File: src/rtl/gpio_port.sv
module gpio_port #(
  parameter int LINES = 32,
  parameter int AW = 8,
  parameter logic [LINES-1:0] IN_ONLY_LINES = 32'hF000_0000
) (
  input  logic             clk,
  input  logic             rst_n,
  input  logic [AW-1:0]    addr,
  input  logic [LINES-1:0] wdata,
  input  logic             we,
  input  logic             re,
  output logic [LINES-1:0] rdata,
  input  logic [LINES-1:0] pad_in,
  output logic [LINES-1:0] pad_out,
  output logic [LINES-1:0] pad_oe
);

  localparam logic [AW-1:0] OFS_DIR = AW'(8'h00);
  localparam logic [AW-1:0] OFS_ODR = AW'(8'h04);
  localparam logic [AW-1:0] OFS_DAT = AW'(8'h08);
  localparam logic [AW-1:0] OFS_IBE = AW'(8'h18);

  logic [LINES-1:0] dir_q, odr_q, lat_q, ibe_q;
  logic [LINES-1:0] meta_q, sync_q;
  logic [LINES-1:0] fixed_in, pin_bits, dat_view, drive_en, drive_val;
  logic [LINES-1:0] rd_mux, rd_q;

  for (genvar n = 0; n < LINES; n++) begin : g_line
    assign fixed_in[LINES-1-n] = IN_ONLY_LINES[n];
    assign pin_bits[LINES-1-n] = sync_q[n];
    assign pad_oe[n]           = drive_en[LINES-1-n];
    assign pad_out[n]          = drive_val[LINES-1-n];
  end

  always_ff @(posedge clk) begin
    if (!rst_n) begin
      meta_q <= '0;
      sync_q <= '0;
    end else begin
      meta_q <= pad_in;
      sync_q <= meta_q;
    end
  end

  always_ff @(posedge clk) begin
    if (!rst_n) begin
      dir_q <= '0;
      odr_q <= '0;
      lat_q <= '0;
      ibe_q <= '0;
    end else if (we) begin
      case (addr)
        OFS_DIR: dir_q <= wdata & ~fixed_in;
        OFS_ODR: odr_q <= wdata;
        OFS_DAT: lat_q <= wdata;
        OFS_IBE: ibe_q <= wdata;
        default: ;
      endcase
    end
  end

  assign dat_view  = (lat_q & dir_q) | (pin_bits & ibe_q & ~dir_q);
  assign drive_en  = dir_q & ~(odr_q & lat_q);
  assign drive_val = lat_q & ~odr_q;

  always_comb begin
    case (addr)
      OFS_DIR: rd_mux = dir_q;
      OFS_ODR: rd_mux = odr_q;
      OFS_DAT: rd_mux = dat_view;
      OFS_IBE: rd_mux = ibe_q;
      default: rd_mux = '0;
    endcase
  end

  always_ff @(posedge clk) begin
    if (!rst_n) rd_q <= '0;
    else        rd_q <= re ? rd_mux : '0;
  end

  assign rdata = rd_q;


  reset_quiet_chk: assert property (@(posedge clk)
    !rst_n |=> (pad_oe == '0 && rdata == '0));


  input_only_chk: assert property (@(posedge clk) disable iff (!rst_n)
    (pad_oe & IN_ONLY_LINES) == '0);


  oe_hold_chk: assert property (@(posedge clk) disable iff (!rst_n)
    !we |=> ($stable(pad_oe) && $stable(pad_out)));


  unmapped_write_chk: assert property (@(posedge clk) disable iff (!rst_n)
    (we && addr != OFS_DIR && addr != OFS_ODR && addr != OFS_DAT && addr != OFS_IBE)
      |=> ($stable(pad_oe) && $stable(pad_out)));


  rd_idle_chk: assert property (@(posedge clk) disable iff (!rst_n)
    !re |=> rdata == '0);

endmodule

File: config.mk
export PLATFORM = sky130hd
export DESIGN_NAME = gpio_port
export DESIGN_NICKNAME = d
export VERILOG_FILES = /design/src/rtl/gpio_port.sv
export SDC_FILE = /design/constraint.sdc
export NUM_CORES = 1
export LEC_CHECK = 0
export BUFFER_PORTS_ARGS = -buffer_cell sky130_fd_sc_hd__buf_2
export CAP_MARGIN = 5
export CORE_MARGIN = 3
export CORE_UTILIZATION = 35
export DETAILED_ROUTE_END_ITERATION = 7
export PLACE_DENSITY = 0.54
export SLEW_MARGIN = 20
export SYNTH_ARGS = -nofsm -noshare
export SYNTH_HDL_FRONTEND = slang
export SYNTH_SLANG_ARGS = --single-unit
File: constraint.sdc
create_clock -name clk -period 4 [get_ports clk]
set_input_delay 0 -clock clk [delete_from_list [all_inputs] [get_ports clk]]
set_output_delay 0 -clock clk [all_outputs]
set_load 0.02 [all_outputs]
==> impl_metrics.ini, run 1 <==
[outcome]
status = finished, final reports clean

[power_and_ir_drop]
p_leak_nw = 4.19
pwr_density_cell_nw_per_um2 = 410
irDropWorstVdd_v = 0.000244
power_mw = 4.55

[finish]
area_growth_pct = 29.2
fin_area_um2 = 11100
drive_gt1_frac = 0.184
final_common_cell = nand2_1
num-nets-final = 1278
layout_common_cells = nand2_1 (302), dfxtp_1 (220), buf_2 (166)

[synth]
synth_edf_count = 0
syn_area_um2 = 8600
ys_seq_elements = 220
syn_area_per_cell_um2 = 8.66
synthCells = 993
synth_top_flop_cell = dfxtp_1
ys_types = 30
yosys_warnings = 0
yosysSeqAreaShare = 0.512
synthArstFlopShare = 0

[floorplan]
dieArea_um2 = 26500
coreArea_um2 = 23800
die_x_um = 163
rows = 56
die_height_um = 163
io_pins = 172
initial_core_util = 0.361

[global_route]
grt_max_degree = 103
grt_overflow = 0
grt_usage = 0.186
grt_pass1_wl_um = 39100
antenna_found_initial = 2
grt_pass1_vias = 7042

[sta]
fin_ws_ns = 1.44
fin_tns_setup_ns = 0
fmaxAchievable_mhz = 391
holdWs_ns = 0.0686
fin_crit_sh = 0.639
period_minus_slack_ns = 2.56
fin_worst_skew_ns = 0.0145
setup_viol = 0
finalHoldViolCount = 0
slew_violations = 0
worstMarginPinSlew_ns = 1.02
rsz0062_at_grt = no
maxSlewHeadroom = 0.320

[placed_design]
place_area_um2 = 9630
io_buffers = 167
hpwl_um = 15400
gp_congestion = 0.782
pre_cts_slack_ns = 1.53

[critical_path]
cp_max_fo = 16
slowest_delay_ns = 0.78
path_cells = dlygate4sd3_1, buf_2, or4_1, nor3b_4, buf_4, a22oi_1, a21oi_1
critPathKind = in -> reg
path_delay_family = simple AND/OR/NAND/NOR gates
critPathCaptureType = register
cp.required_ns = 4.40
worstPathBufferInverterCount = 3
worstPathArrival_ns = 2.96
crit_slowest_cell = nor3b_4
worstSetupStartpointType = input pin

[clock_network]
insertion_delay_ns = 0.52
ctsLongestPathBuffers = 3
clkTransAtPathRegs_ns = 0.06
cts_resized = 0
cts_tree = yes
root_buffer = clkbuf_16
cts.sinks = 220
cts-htree-levels = 1
cts-buffers-inserted = 25

[hold_path]
hp-class = in -> reg

[routing]
drt-initial-drc-count = 448
antenna_left = 0
wl_per_cell_um = 16.6
vias_per_cell = 4.82
drc = 0
drt-pass1-iter-count = 5
wirelength_um = 25600
dr_total_vias = 7420

[flow_run]
drv_cap = 0
flip-flops by register name (all words and copies together) (netlist names):
register,count
dir_q,28
ibe_q,32
lat_q,32
meta_q,32
odr_q,32
rdata,32
sync_q,32
cells by family (layout without fill, tap and decap cells):
group / after synthesis / after routing / share of synthesized area
DFF: 220 / 220 / 0.512
AOI/OAI and AO/OA: 272 / 272 / 0.219
other: 1 / 5 / 0.000436
muxes: 1 / 1 / 0.00116
and+or+nand+nor: 432 / 432 / 0.232
buffers and inverters: 67 / 289 / 0.0349
worst register-to-register path: stages, from the launching register on:
cell           delay (ns)
dfxtp_1              0.30
o2111ai_1            0.15
dlygate4sd3_1        0.56
a21oi_1              0.05
cell usage after synthesis (6+ instances only):
cell type / n / area, µm²
nand2_1: 302 / 1130
dfxtp_1: 220 / 4400
a21boi_0: 125 / 938
and2_1: 70 / 438
a22oi_1: 50 / 375
clkbuf_1: 46 / 173
a21oi_1: 38 / 190
nor2b_1: 32 / 200
o21ai_0: 28 / 140
a21boi_1: 27 / 203
buf_2: 15 / 75.1
nand3b_1: 6 / 45.0
through the flow:
| stage | cells | util |
|---|---|---|
| detailed placement | 1423 | 0.404 |
| global placement | 1423 | 0.404 |
| floorplan | 996 | - |
| finish | 1538 | 0.466 |
| global route | 1538 | 0.466 |
| CTS | 1537 | 0.466 |
path summary, 6_finish.rpt:
check             cells after the start                   from  slack [ns]               endpoint
setup / recovery                      7                addr[4]        1.44   rdata[11]$_SDFF_PN0_
hold / removal                        2                  rst_n        0.07  odr_q[4]$_SDFFE_PN0P_
setup reg to reg                      3  sync_q[29]$_SDFF_PN0_        2.78    rdata[2]$_SDFF_PN0_
hold reg to reg                       1   meta_q[9]$_SDFF_PN0_        0.43   sync_q[9]$_SDFF_PN0_
report_power, final:
| part | leakage, nW | switching (mW) | internal (mW) |
|---|---|---|---|
| sequential | 1.79 | 0.00863 | 2.22 |
| combinational | 2.03 | 0.0878 | 0.108 |
| clock | 0.379 | 0.888 | 1.24 |
| total | 4.19 | 0.984 | 3.57 |
metal layers:
layer  global-route usage  share of wire
met1                0.258           0.46
met2                0.304           0.46
met3               0.0320          0.062
met4               0.0461          0.023
met5                    0        0.00031
final cells by class:
class,count,area (µm²)
Antenna cell,1,2.50
Clock buffer,36,717
Clock inverter,7,38.8
Fill cell,2399,12700
Multi-Input combinational cell,709,3930
Sequential cell,220,4400
Tap cell,319,399
Timing Repair Buffer,246,1610
repair_timing:
| action | CTS | global route |
|---|---|---|
| buffers inserted | 0 | 0 |
| setup endpoints to repair | 0 | 0 |
| endpoints found under the hold margin | 166 | 0 |
| hold buffers | 71 | 0 |
Note: power is estimated with default switching activity, not from simulation.
==> inputs of run 2 (changes only) <==
==> constraint.sdc (replaced) <==
create_clock -name clk -period 2.43 [get_ports clk]
set_input_delay 0 -clock clk [delete_from_list [all_inputs] [get_ports clk]]
set_output_delay 0 -clock clk [all_outputs]
set_load 0.02 [all_outputs]
==> run 2 against run 1 <==
  * Via count down 0.43%
  * Combinational power up 65%
  * Clock-buffer cell count up 5
  * Critical endpoint is now rdata[3]$_SDFF_PN0_
  * Total power up 68%
  * Largest cell class unchanged
  * Clock power up 71%
  * Cell count up 1.1%
  * Sequential cell count unchanged
  * Core utilization up 0.92 points
==> impl_metrics.ini, run 2 (synthesis gave the netlist of run 1 again) <==
[outcome]
status = finished, final reports clean

[sta]
slew_violations = 0
setup_viol = 0
period_minus_slack_ns = 2.13
finalHoldViolCount = 0
holdWs_ns = 0.0236
worstMarginPinSlew_ns = 0.641
fmaxAchievable_mhz = 469
fin_worst_skew_ns = 0.00580
maxSlewHeadroom = 0.573
rsz0062_at_grt = no
fin_crit_sh = 0.877
fin_tns_setup_ns = 0

[power_and_ir_drop]
swShare = 0.210
share_seq_of_total_power = 0.482
power.internal_mw = 6.03
pwr_density_cell_nw_per_um2 = 674
irDropWorstVdd_v = 0.000449
combPwrFrac = 0.042
power.switching_mw = 1.60
clockPowerShare = 0.476
p_leak_nw = 4.30

[global_route]
antenna_found_initial = 2
grt_overflow = 0
grt_util_met1 = 0.260
use_met3 = 0.0336
grt-busiest-layer = met2
grt_max_degree = 189
grt_pass1_wl_um = 39900
grt_pass1_vias = 7262
grt_use_met2 = 0.311
grt_usage = 0.189

[floorplan]
rows = 56
die_x_um = 163
initial_core_util = 0.361
io_pins = 172
coreArea_um2 = 23800
dieArea_um2 = 26500
die_height_um = 163

[clock_network]
cts_resized = 0
cts-buffers-inserted = 25
cts_tree = yes
cts_hold_buf = 71
cts.sinks = 220
root_buffer = clkbuf_16
clkTransAtPathRegs_ns = 0.06
cts-htree-levels = 1
post_cts_buffers = 0
insertion_delay_ns = 0.52
ctsLongestPathBuffers = 3

[critical_path]
worstSetupStartpointType = input pin
regToRegStartpoint = sync_q[28]$_SDFF_PN0_
critPathCaptureType = register
cp.required_ns = 2.85
critPathKind = in -> reg
crit_start = addr[6]
worstPathArrival_ns = 2.55
cp_max_fo = 4

[finish]
diodes = 0
num-nets-final = 1294
final_common_cell = nand2_1
area_growth_pct = 31.7
drive_gt1_frac = 0.193
layout_common_cells = nand2_1 (302), dfxtp_1 (220), buf_2 (166)

[placed_design]
gp_congestion = 0.780
io_buffers = 167
hpwl_um = 16100

[hold_path]
hold_start = addr[1]
hp-class = in -> reg

[routing]
drc = 0
wirelength_um = 25500
drt-pass1-iter-count = 5
vias_per_cell = 4.75
drt-initial-drc-count = 445
wl_per_cell_um = 16.4
antenna_left = 0
dr_total_vias = 7388

[flow_run]
drv_cap = 0
run 2: changes by cell type in the layout (fill, tap and decap cells not counted), sizes merged:
cell,before,now
bufinv,0,1
diode,1,0
clkbuf,36,41
clkinv,6,2
buf,175,191
run 2: path summary, 6_finish.rpt:
path / to / slack (ns) / cells past startpoint
max: rdata[3]$_SDFF_PN0_ / 0.30 / 7
min: rdata[25]$_SDFF_PN0_ / 0.02 / 5
max reg2reg: rdata[3]$_SDFF_PN0_ / 1.18 / 3
min reg2reg: sync_q[27]$_SDFF_PN0_ / 0.43 / 1
run 2: through the flow:
stage	power (mW)	instances	utilization	worst slack, ns	cell area (µm²)
after floorplan	3.86	996	-	0.974	8610
after global placement	3.99	1439	0.412	0.643	9820
after detailed placement	3.99	1439	0.412	0.555	9820
after CTS	7.73	1555	0.475	0.323	11300
after global routing	7.90	1555	0.475	0.137	11300
final	7.63	1555	0.475	0.298	11300
run 2: final cells by class:
cell class                 count  area (µm²)
timing repair buffer         262        1790
tap                          319         399
clock inverter                 4        48.8
sequential                   220        4400
fill                        2361       12500
multi-input combinational    709        3930
clock buffer                  41         746
run 2: metal layers:
layer  vias up  wire (µm)
li1       3763          -
met1      3390      12100
met2       198      11500
met3        33       1530
met4         4        367
met5         -         27
run 2: power groups by stage:
stage	Sequential (mW)	Combinational (mW)	Clock [mW]
finish	3.67	0.324	3.63
global route	3.68	0.356	3.87
CTS	3.67	0.326	3.73
detailed placement	3.75	0.240	0
global placement	3.75	0.239	0
floorplan	3.75	0.117	0
run 2: worst max-delay path, cell delays in order:
cell and delay (ns):
dlygate4sd3_1 0.55, buf_2 0.15, nor3_1 0.30, dlygate4sd3_1 0.68, o2111ai_1 0.12, dlygate4sd3_1 0.57, a21oi_1 0.17
==> inputs of run 3 (changes only) <==
--- a/config.mk
+++ b/config.mk
@@ -9,6 +9,7 @@
 export CAP_MARGIN = 5
 export CORE_MARGIN = 3
 export CORE_UTILIZATION = 35
+export CTS_BUF_LIST = sky130_fd_sc_hd__clkbuf_2
 export DETAILED_ROUTE_END_ITERATION = 7
 export PLACE_DENSITY = 0.54
 export SLEW_MARGIN = 20
==> run 3 against run 2 <==
  * Register-to-register slack about the same
  * Critical path depth up 2
  * Sequential power about the same
  * Setup slack worse by 0.30 ns
  * Largest power group unchanged
  * Die area unchanged
  * Clock skew up 0.072 ns
  * Total power down 14%
  * Global-route usage up 1.7 points
==> impl_metrics.ini, run 3 (synthesis gave the netlist of run 1 again) <==
[outcome]
status = finished, final reports clean

[power_and_ir_drop]
power_mw = 6.56
power.internal_mw = 4.92
pwr_density_cell_nw_per_um2 = 534
power.switching_mw = 1.65
share_seq_of_total_power = 0.559
swShare = 0.251
irDropWorstVdd_v = 0.000415
p_leak_nw = 4.85
clockPowerShare = 0.373
combPwrFrac = 0.068

[critical_path]
r2r_slack_ns = 1.19
worstPathArrival_ns = 3.20
cp.required_ns = 3.21
timing.rr.end = odr_q[26]$_SDFFE_PN0P_
critPathKind = in -> reg
critPathCaptureType = register
regToRegStartpoint = odr_q[26]$_SDFFE_PN0P_
r2r_cells = 3
worstSetupStartpointType = input pin
cp_max_fo = 23

[clock_network]
clkTransAtPathRegs_ns = 0.09
ctsLongestPathBuffers = 3
root_buffer = clkbuf_2
cts_tree = yes
cts-buffers-inserted = 59
insertion_delay_ns = 0.84
cts-htree-levels = 2
cts.sinks = 220

[flow_run]
drv_cap = 0

[finish]
fillerInstances = 2342
drive_gt1_frac = 0.205
area_growth_pct = 43.0
num-nets-final = 1455
fin_area_um2 = 12300
final_common_cell = nand2_1
layout_common_cells = nand2_1 (302), dfxtp_1 (220), dlygate4sd3_1 (197)
ff_latch_area_um2 = 4400
multi_input_area_um2 = 3940

[placed_design]
gp_congestion = 0.780
io_buffers = 167
place_area_um2 = 9820
hpwl_um = 16100

[sta]
slew_violations = 0
fin_crit_sh = 0.999
fin_worst_skew_ns = 0.0778
finalHoldViolCount = 0
setup_viol = 0
fmaxAchievable_mhz = 412
worstMarginPinSlew_ns = 0.706
maxSlewHeadroom = 0.529
period_minus_slack_ns = 2.43

[global_route]
grt_overflow = 0
grt_pass1_wl_um = 43400
antenna_found_initial = 1
grt_max_degree = 189
grt_pass1_vias = 8235
grt_usage = 0.206

[routing]
wirelength_um = 27400
drt-initial-drc-count = 468
drc = 0
wl_per_cell_um = 15.8
drt-pass1-iter-count = 4
dr_total_vias = 8139
vias_per_cell = 4.70
antenna_left = 0

[floorplan]
dieArea_um2 = 26500
io_pins = 172
coreArea_um2 = 23800
die_height_um = 163
rows = 56
initial_core_util = 0.361
die_x_um = 163

[hold_path]
hp-class = in -> reg
hold_start = wdata[16]
worstHoldEndpoint = ibe_q[16]$_SDFFE_PN0P_
whs_path_depth = 4
## run 3: cell count changes in the layout (fill, tap and decap cells not counted), sizes merged
cell         before  now
inv               1    2
clkinv            2   12
dlygate4sd3      71  197
clkbuf           41   78
buf             191  192
diode             0    1
## run 3: per-layer routing
layer / wire, µm / vias to the layer above / global-route usage
met4: 599 / 0 / 0.0654
met2: 12700 / 226 / 0.344
met3: 1570 / 51 / 0.0440
met5: 0 / - / 0
li1: - / 4116 / -
met1: 12500 / 3746 / 0.266
## run 3: critical path, stage by stage
cell and delay [ns]:
dlygate4sd3_1 0.55, buf_2 0.15, nor4b_2 0.53, and3_4 0.40
buf_12 0.22, nand2_1 0.07, dlygate4sd3_1 0.57, a21boi_1 0.14
dlygate4sd3_1 0.57
## run 3: what timing repair did
| action | CTS | global route |
|---|---|---|
| hold buffers | 197 | 0 |
| resized for setup | 0 | 2 |
| buffers inserted | 0 | 1 |
| endpoints found under the setup margin | 0 | 5 |
| endpoints found under the hold margin | 218 | 0 |
## run 3: power groups by stage
stage / clock network (mW) / logic, mW / registers (mW)
floorplan: 0 / 0.117 / 3.75
global placement: 0 / 0.239 / 3.75
detailed placement: 0 / 0.240 / 3.75
CTS: 2.57 / 0.444 / 3.67
global route: 2.75 / 0.488 / 3.68
finish: 2.45 / 0.449 / 3.67
## run 3: cell type report
class / count / share of cell area
Clock buffer: 78 / 0.0318
Multi-Input combinational cell: 709 / 0.321
Sequential cell: 220 / 0.358
Clock inverter: 15 / 0.00774
Antenna cell: 1 / 0.000204
Tap cell: 319 / 0.0325
Timing Repair Buffer: 389 / 0.249
## run 3: how the worst max path moves through the flow
stage | startpoint | endpoint | slack, ns | cells after the start
finish | addr[5] | ibe_q[21]$_SDFFE_PN0P_ | 0.002 | 9
floorplan | addr[5] | rdata[12]$_SDFF_PN0_ | 0.97 | 6
CTS | addr[1] | ibe_q[19]$_SDFFE_PN0P_ | 0.01 | 10
global placement | addr[2] | rdata[4]$_SDFF_PN0_ | 0.64 | 7
global route | addr[5] | ibe_q[20]$_SDFFE_PN0P_ | -0.006 | 9
detailed placement | addr[2] | lat_q[23]$_SDFFE_PN0P_ | 0.56 | 7
## run 3: metrics by stage
stage	setup slack [ns]	std cells	utilization	hold slack, ns	setup TNS (ns)
2_1_floorplan	0.974	996	-	0.127	0
3_3_place_gp	0.643	1439	0.412	0.205	0
3_5_place_dp	0.555	1439	0.412	0.210	0
4_1_cts	0.0112	1729	0.515	0.00451	0
5_1_grt	-0.00620	1731	0.516	0.0266	-0.00620
6_report	0.00160	1731	0.516	0.0786	0
